### config.mk
export PLATFORM = sky130hd
export DESIGN_NAME = resv_issue_unit
export DESIGN_NICKNAME = d
export VERILOG_FILES = /design/src/rtl/resv_issue_pkg.sv /design/src/rtl/resv_class_decode.sv /design/src/rtl/resv_reg_board.sv /design/src/rtl/resv_slot_shift.sv /design/src/rtl/resv_hazard_check.sv /design/src/rtl/resv_issue_unit.sv
export SDC_FILE = /design/constraint.sdc
export NUM_CORES = 1
export LEC_CHECK = 0
export ABC_CLOCK_PERIOD_IN_PS = 2340
export BUFFER_PORTS_ARGS = -buffer_cell sky130_fd_sc_hd__buf_2
export CORE_AREA = 2 2 59 47
export CTS_CLUSTER_DIAMETER = 40
export CTS_CLUSTER_SIZE = 24
export DETAILED_ROUTE_END_ITERATION = 8
export DIE_AREA = 0 0 61 49
export GPL_TIMING_DRIVEN = 0
export PLACE_DENSITY = 0.65
export SLEW_MARGIN = 25
export SYNTH_ARGS = -nofsm -noshare
export SYNTH_HDL_FRONTEND = slang
export SYNTH_SLANG_ARGS = --single-unit
### constraint.sdc
create_clock -name clk -period 2.34 [get_ports clk]
set_input_delay 0.234 -clock clk [delete_from_list [all_inputs] [get_ports clk]]
set_output_delay 0.234 -clock clk [all_outputs]
set_load 0.01 [all_outputs]
### src/rtl/resv_issue_pkg.sv
// Package: shared defaults and the opcode-class table of the issue unit.
// Assumes the number of classes equals the number of function units.
package resv_issue_pkg;

    localparam int DEF_NUM_REGS = 8;
    localparam int DEF_CLASS_W  = 2;
    localparam int DEF_NUM_FU   = 4;
    localparam int DEF_RESV_LEN = 8;

    // Latency in cycles of the unit that serves a class; equals the write-port offset.
    function automatic int class_latency(input int cls);
        case (cls)
            0:       return 1;
            1:       return 2;
            2:       return 4;
            default: return 6;
        endcase
    endfunction

    // Index of the function unit serving a class.
    function automatic int class_unit(input int cls);
        return cls;
    endfunction

endpackage

### src/rtl/resv_class_decode.sv
// Module: maps an opcode class to a one-hot unit select and a latency.
// Assumes the class table in resv_issue_pkg; purely combinational.
module resv_class_decode
    import resv_issue_pkg::*;
#(
    parameter int CLASS_W = DEF_CLASS_W,
    parameter int NUM_FU  = DEF_NUM_FU,
    parameter int LAT_W   = 3
) (
    input  logic [CLASS_W-1:0] cls,
    output logic [NUM_FU-1:0]  fu_sel,
    output logic [LAT_W-1:0]   lat
);

    // One select line per unit, asserted when the table names that unit.
    for (genvar f = 0; f < NUM_FU; f++) begin : g_sel
        assign fu_sel[f] = (class_unit(int'(cls)) == f);
    end

    // Latency lookup from the class table.
    always_comb begin
        lat = LAT_W'(class_latency(int'(cls)));
    end

endmodule

### src/rtl/resv_reg_board.sv
// Module: one reservation bit per architectural register.
// Assumes register 0 is never reserved; a clear and a set of the same register
// in one cycle leaves it set. The busy view given out already hides a register
// whose writeback happens this cycle.
module resv_reg_board #(
    parameter int NUM_REGS = 8,
    parameter int REG_W    = 3
) (
    input  logic                clk,
    input  logic                rst_n,
    input  logic                set_en,
    input  logic [REG_W-1:0]    set_reg,
    input  logic                clr_en,
    input  logic [REG_W-1:0]    clr_reg,
    output logic [NUM_REGS-1:0] busy_eff
);

    logic [NUM_REGS-1:0] busy_q;
    logic [NUM_REGS-1:0] clr_mask;

    for (genvar r = 0; r < NUM_REGS; r++) begin : g_reg
        assign clr_mask[r] = clr_en && (clr_reg == REG_W'(r));
        if (r == 0) begin : g_zero
            assign busy_q[r] = 1'b0;
        end else begin : g_live
            logic bit_q;
            logic set_hit;
            assign set_hit = set_en && (set_reg == REG_W'(r));
            // Track whether register r has a write still in flight.
            always_ff @(posedge clk) begin
                if (!rst_n) begin
                    bit_q <= 1'b0;
                end else if (set_hit) begin
                    bit_q <= 1'b1;
                end else if (clr_mask[r]) begin
                    bit_q <= 1'b0;
                end
            end
            assign busy_q[r] = bit_q;
        end
    end

    // Busy as seen by this cycle's check, with this cycle's writeback bypassed.
    assign busy_eff = busy_q & ~clr_mask;

endmodule

### src/rtl/resv_slot_shift.sv
// Module: reservation shift register for one timed shared resource.
// Bit t set means the resource is taken t cycles from now. The register moves
// one place toward bit 0 each clock; a claim at index t is stored before the shift.
module resv_slot_shift #(
    parameter int LEN   = 8,
    parameter int IDX_W = 3
) (
    input  logic             clk,
    input  logic             rst_n,
    input  logic             claim_en,
    input  logic [IDX_W-1:0] claim_idx,
    output logic [LEN-1:0]   slots
);

    logic [LEN-1:0] claim_mask;

    // Decode the claimed offset into a single-bit mask.
    always_comb begin
        claim_mask = '0;
        if (claim_en) begin
            claim_mask[claim_idx] = 1'b1;
        end
    end

    // Add the new claim, then advance time by one cycle.
    always_ff @(posedge clk) begin
        if (!rst_n) begin
            slots <= '0;
        end else begin
            slots <= (slots | claim_mask) >> 1;
        end
    end

endmodule

### src/rtl/resv_hazard_check.sv
// Module: combines register and write-port reservations into one hold signal.
// Assumes the busy view already excludes register 0 and this cycle's writeback.
module resv_hazard_check #(
    parameter int NUM_REGS = 8,
    parameter int REG_W    = 3,
    parameter int LEN      = 8,
    parameter int LAT_W    = 3
) (
    input  logic [NUM_REGS-1:0] busy_eff,
    input  logic [REG_W-1:0]    src_a,
    input  logic [REG_W-1:0]    src_b,
    input  logic [REG_W-1:0]    dst,
    input  logic [LEN-1:0]      slots,
    input  logic [LAT_W-1:0]    lat,
    output logic                hold
);

    logic raw_hit;
    logic waw_hit;
    logic port_hit;

    // Read-after-write on either source, write-after-write on the destination.
    always_comb begin
        raw_hit = busy_eff[src_a] || busy_eff[src_b];
        waw_hit = busy_eff[dst];
    end

    // The write port is already taken in the cycle this instruction would write.
    always_comb begin
        port_hit = slots[lat];
    end

    assign hold = raw_hit || waw_hit || port_hit;

endmodule

### src/rtl/resv_issue_unit.sv
// Module: in-order issue controller with register and write-port reservations.
// Assumes units never stall after accepting, exactly one writeback per cycle at
// most (guaranteed by the port reservation), and class latencies of 1..LEN-1.
module resv_issue_unit
    import resv_issue_pkg::*;
#(
    parameter int NUM_REGS = DEF_NUM_REGS,
    parameter int CLASS_W  = DEF_CLASS_W,
    parameter int NUM_FU   = DEF_NUM_FU,
    parameter int RESV_LEN = DEF_RESV_LEN,
    localparam int REG_W   = $clog2(NUM_REGS),
    localparam int LAT_W   = $clog2(RESV_LEN)
) (
    input  logic               clk,
    input  logic               rst_n,
    input  logic               in_valid,
    output logic               in_ready,
    input  logic [CLASS_W-1:0] in_class,
    input  logic [REG_W-1:0]   in_src_a,
    input  logic [REG_W-1:0]   in_src_b,
    input  logic [REG_W-1:0]   in_dst,
    output logic [NUM_FU-1:0]  iss_fu,
    output logic [REG_W-1:0]   iss_dst,
    input  logic               wb_valid,
    input  logic [REG_W-1:0]   wb_reg
);

    logic [NUM_FU-1:0]   fu_sel;
    logic [LAT_W-1:0]    lat;
    logic [NUM_REGS-1:0] busy_eff;
    logic [RESV_LEN-1:0] port_slots;
    logic                hold;
    logic                fire;

    resv_class_decode #(
        .CLASS_W (CLASS_W),
        .NUM_FU  (NUM_FU),
        .LAT_W   (LAT_W)
    ) i_decode (
        .cls    (in_class),
        .fu_sel (fu_sel),
        .lat    (lat)
    );

    resv_reg_board #(
        .NUM_REGS (NUM_REGS),
        .REG_W    (REG_W)
    ) i_board (
        .clk      (clk),
        .rst_n    (rst_n),
        .set_en   (fire),
        .set_reg  (in_dst),
        .clr_en   (wb_valid),
        .clr_reg  (wb_reg),
        .busy_eff (busy_eff)
    );

    resv_slot_shift #(
        .LEN   (RESV_LEN),
        .IDX_W (LAT_W)
    ) i_port (
        .clk       (clk),
        .rst_n     (rst_n),
        .claim_en  (fire),
        .claim_idx (lat),
        .slots     (port_slots)
    );

    resv_hazard_check #(
        .NUM_REGS (NUM_REGS),
        .REG_W    (REG_W),
        .LEN      (RESV_LEN),
        .LAT_W    (LAT_W)
    ) i_check (
        .busy_eff (busy_eff),
        .src_a    (in_src_a),
        .src_b    (in_src_b),
        .dst      (in_dst),
        .slots    (port_slots),
        .lat      (lat),
        .hold     (hold)
    );

    // Accept only out of reset and with no hazard; issue on a completed handshake.
    always_comb begin
        in_ready = rst_n && !hold;
        fire     = in_valid && in_ready;
        iss_fu   = fire ? fu_sel : '0;
        iss_dst  = in_dst;
    end

endmodule

==> flow_summary.json <==
{
  "status": "complete, but fails checks",
  "violations": "setup timing",
  "die_w_um": 61,
  "synth_top_area_cell": "dfxtp_1",
  "track_usage": 0.181,
  "ant_nets": 0,
  "rows": 16,
  "cp_num_buf_inv": 2,
  "totalPowerFinal_mw": 0.500,
  "gp_congestion": 0.801,
  "crit_fanout": 8,
  "rsz0062_at_grt": "yes",
  "hp-class": "in2reg",
  "drv_cap": 0,
  "initial_core_util": 0.374,
  "port_buffers": 24,
  "grt_pass1_wl_um": 4130,
  "critical_path.most_common_cell": "buf_2",
  "cts_root_buf": "clkbuf_4",
  "multi_input_area_um2": 606,
  "synth_area_per_cell_um2": 8.45,
  "core_area_um2": 2460,
  "synth_top_flop_cell": "dfxtp_1",
  "leakagePower_nw": 0.495,
  "clock_path_buffers": 2,
  "grt_max_degree": 11,
  "ys_warn_count": 0,
  "areaGrowthSynthToFinish_pct": 26.9,
  "critical_path_class": "in2out",
  "worstReg2RegStart": "i_port.slots[6]",
  "num-nets-final": 161,
  "synth_area_leaders": "dfxtp_1 28%, nand2_1 5.3%, o31ai_4 4.6%, nand4b_1 3.8%, a32o_1 3.3%",
  "crit_chain": "buf_2, and4bb_2, nor3_1, a2111o_1, a32o_2, or4_4, nor3_2, buf_2",
  "power.density_nw_per_um2": 428,
  "min_period_over_period": 1.04,
  "yosys.area.top_type_share": 0.283,
  "clk_pin_slew_ns": 0.08,
  "ys_top_cells_by_count": "13 x dfxtp_1, 13 x nand2_1, 8 x nor2_1",
  "syn-num-nets": 127,
  "grt_pass1_vias": 894,
  "ios": 26,
  "insertion_delay_ns": 0.28,
  "crit_start": "wb_reg[0]",
  "fillCellCount": 251,
  "hold_viol_final": 0,
  "avgViaCountPerCell": 5.46,
  "drcViolationCount": 0,
  "critPathArrivalTime_ns": 2.20,
  "peakVddDrop_v": 0.000248,
  "die_y_um": 49,
  "hp-start": "in_dst[0]",
  "grt_overflow": 0,
  "synth_edf_count": 0,
  "async_flop_share": 0,
  "cts-buffers-inserted": 3,
  "drtIter0Drc": 34,
  "antenna_found_initial": 0,
  "synth_seq_cells": 13,
  "crit_path_start_kind": "input pin",
  "clock.fmax_ghz": 0.412,
  "end_kind": "output port",
  "dr.pass1.iters": 4,
  "wl_per_cell_um": 13.2,
  "yosys.cell_types.count": 43,
  "layout-drive-gt1-share": 0.352,
  "slew_viol_final": 0,
  "syn_inst": 109,
  "critPathSlowestCell": "or4_4",
  "h-tree-depth": 1,
  "seq_area_um2": 262,
  "wl_um": 2350,
  "setup_violations": 4,
  "skew_ns": 0.00322,
  "cp_data_required_time_ns": 2.11,
  "cpPeakStageDelay_ns": 0.57,
  "fp.dieArea_um2": 2990,
  "setup_slack_ns": -0.0891,
  "vias": 971,
  "synth.cell_area_um2": 921,
  "cts_tree": "done",
  "dp_hpwl_um": 1800,
  "ys_seq_area_frac": 0.283,
  "period_minus_slack_ns": 2.43,
  "dp_slack_ns": -0.245,
  "antenna_cells": 0,
  "cts.sinks": 13,
  "critPathTopFamily": "simple AND/OR/NAND/NOR gates"
}
-- timing repair --
item	in CTS	in global routing
pin swaps	6	0
buffers inserted	5	1
endpoints found under the setup margin	4	5
gates resized for setup	8	1
hold buffers	0	0
-- power breakdown --
group          total (mW)  switching (mW)  leakage [nW]  internal (mW)
combinational       0.125          0.0675         0.374         0.0578
clock               0.142          0.0757        0.0150         0.0661
sequential          0.233         0.00392         0.106          0.229
-- worst min-delay path, cell delays in order --
cell	delay, ns
buf_2	0.13
nand2_1	0.07
o31ai_1	0.06
-- final cells by class --
class,count,share of cell area
multi-input cells,84,0.518
flip-flops and latches,13,0.224
repair buffers,30,0.152
well taps,36,0.0385
plain buffers,6,0.0289
clock buffers,4,0.0225
inverters,5,0.0161
-- flip-flops by register name, summed over array words and instances, names as in the netlist --
signal and cells:
i_board.g.g_live.bit_q 7, i_port.slots 6
-- per-layer routing --
metal	up-vias	global-route usage	routed length, um
li1	476	-	-
met1	468	0.261	1140
met2	25	0.272	1100
met3	2	0.0477	104
met4	0	0.0326	10
met5	-	0	0
-- path summary, 6_finish.rpt --
path	end	slack, ns	cells after the start
max	iss_fu[0]	-0.09	8
min	i_board.g_reg[3].g_live.bit_q	0.25	3
max reg2reg	i_board.g_reg[1].g_live.bit_q	0.12	6
min reg2reg	i_port.slots[2]	0.43	1
-- cells in the final DEF, fill, tap and decap left out, types with 2 or more instances in the layout --
cell and n:
a21oi_1 2, a32o_1 2, and2_1 3, and3_1 2
and4b_1 2, buf_2 22, buf_4 9, buf_6 2
clkbuf_1 4, clkbuf_4 3, dfxtp_1 12, inv_1 4
nand2_1 13, nand2b_1 3, nand3_1 2, nand4_1 2
nand4b_1 4, nand4bb_1 2, nor2_1 8, nor2b_1 3
nor3_1 3, nor3b_1 2, o21ai_0 3, o21ai_2 2
o31ai_4 2, o32ai_1 2
-- logic make-up after synthesis --
family	Yosys count	synth area share
AND/OR/NAND/NOR	55	0.360
AO/OA/AOI/OAI	27	0.260
flip-flops	13	0.283
buffers and inverters	12	0.0693
multiplexers	1	0.0245
other	1	0.00407
-- through the flow --
stage,cell area (um^2),hold slack (ns),TNS (ns),util,cells
floorplan,921,0.373,0,-,109
global placement,1090,0.409,-0.852,0.441,169
detailed placement,1090,0.417,-0.967,0.441,169
CTS,1160,0.253,-0.312,0.471,177
global route,1170,0.261,-0.841,0.475,178
finish,1170,0.255,-0.294,0.475,178
No activity file was read; power rests on OpenSTA's default activity.
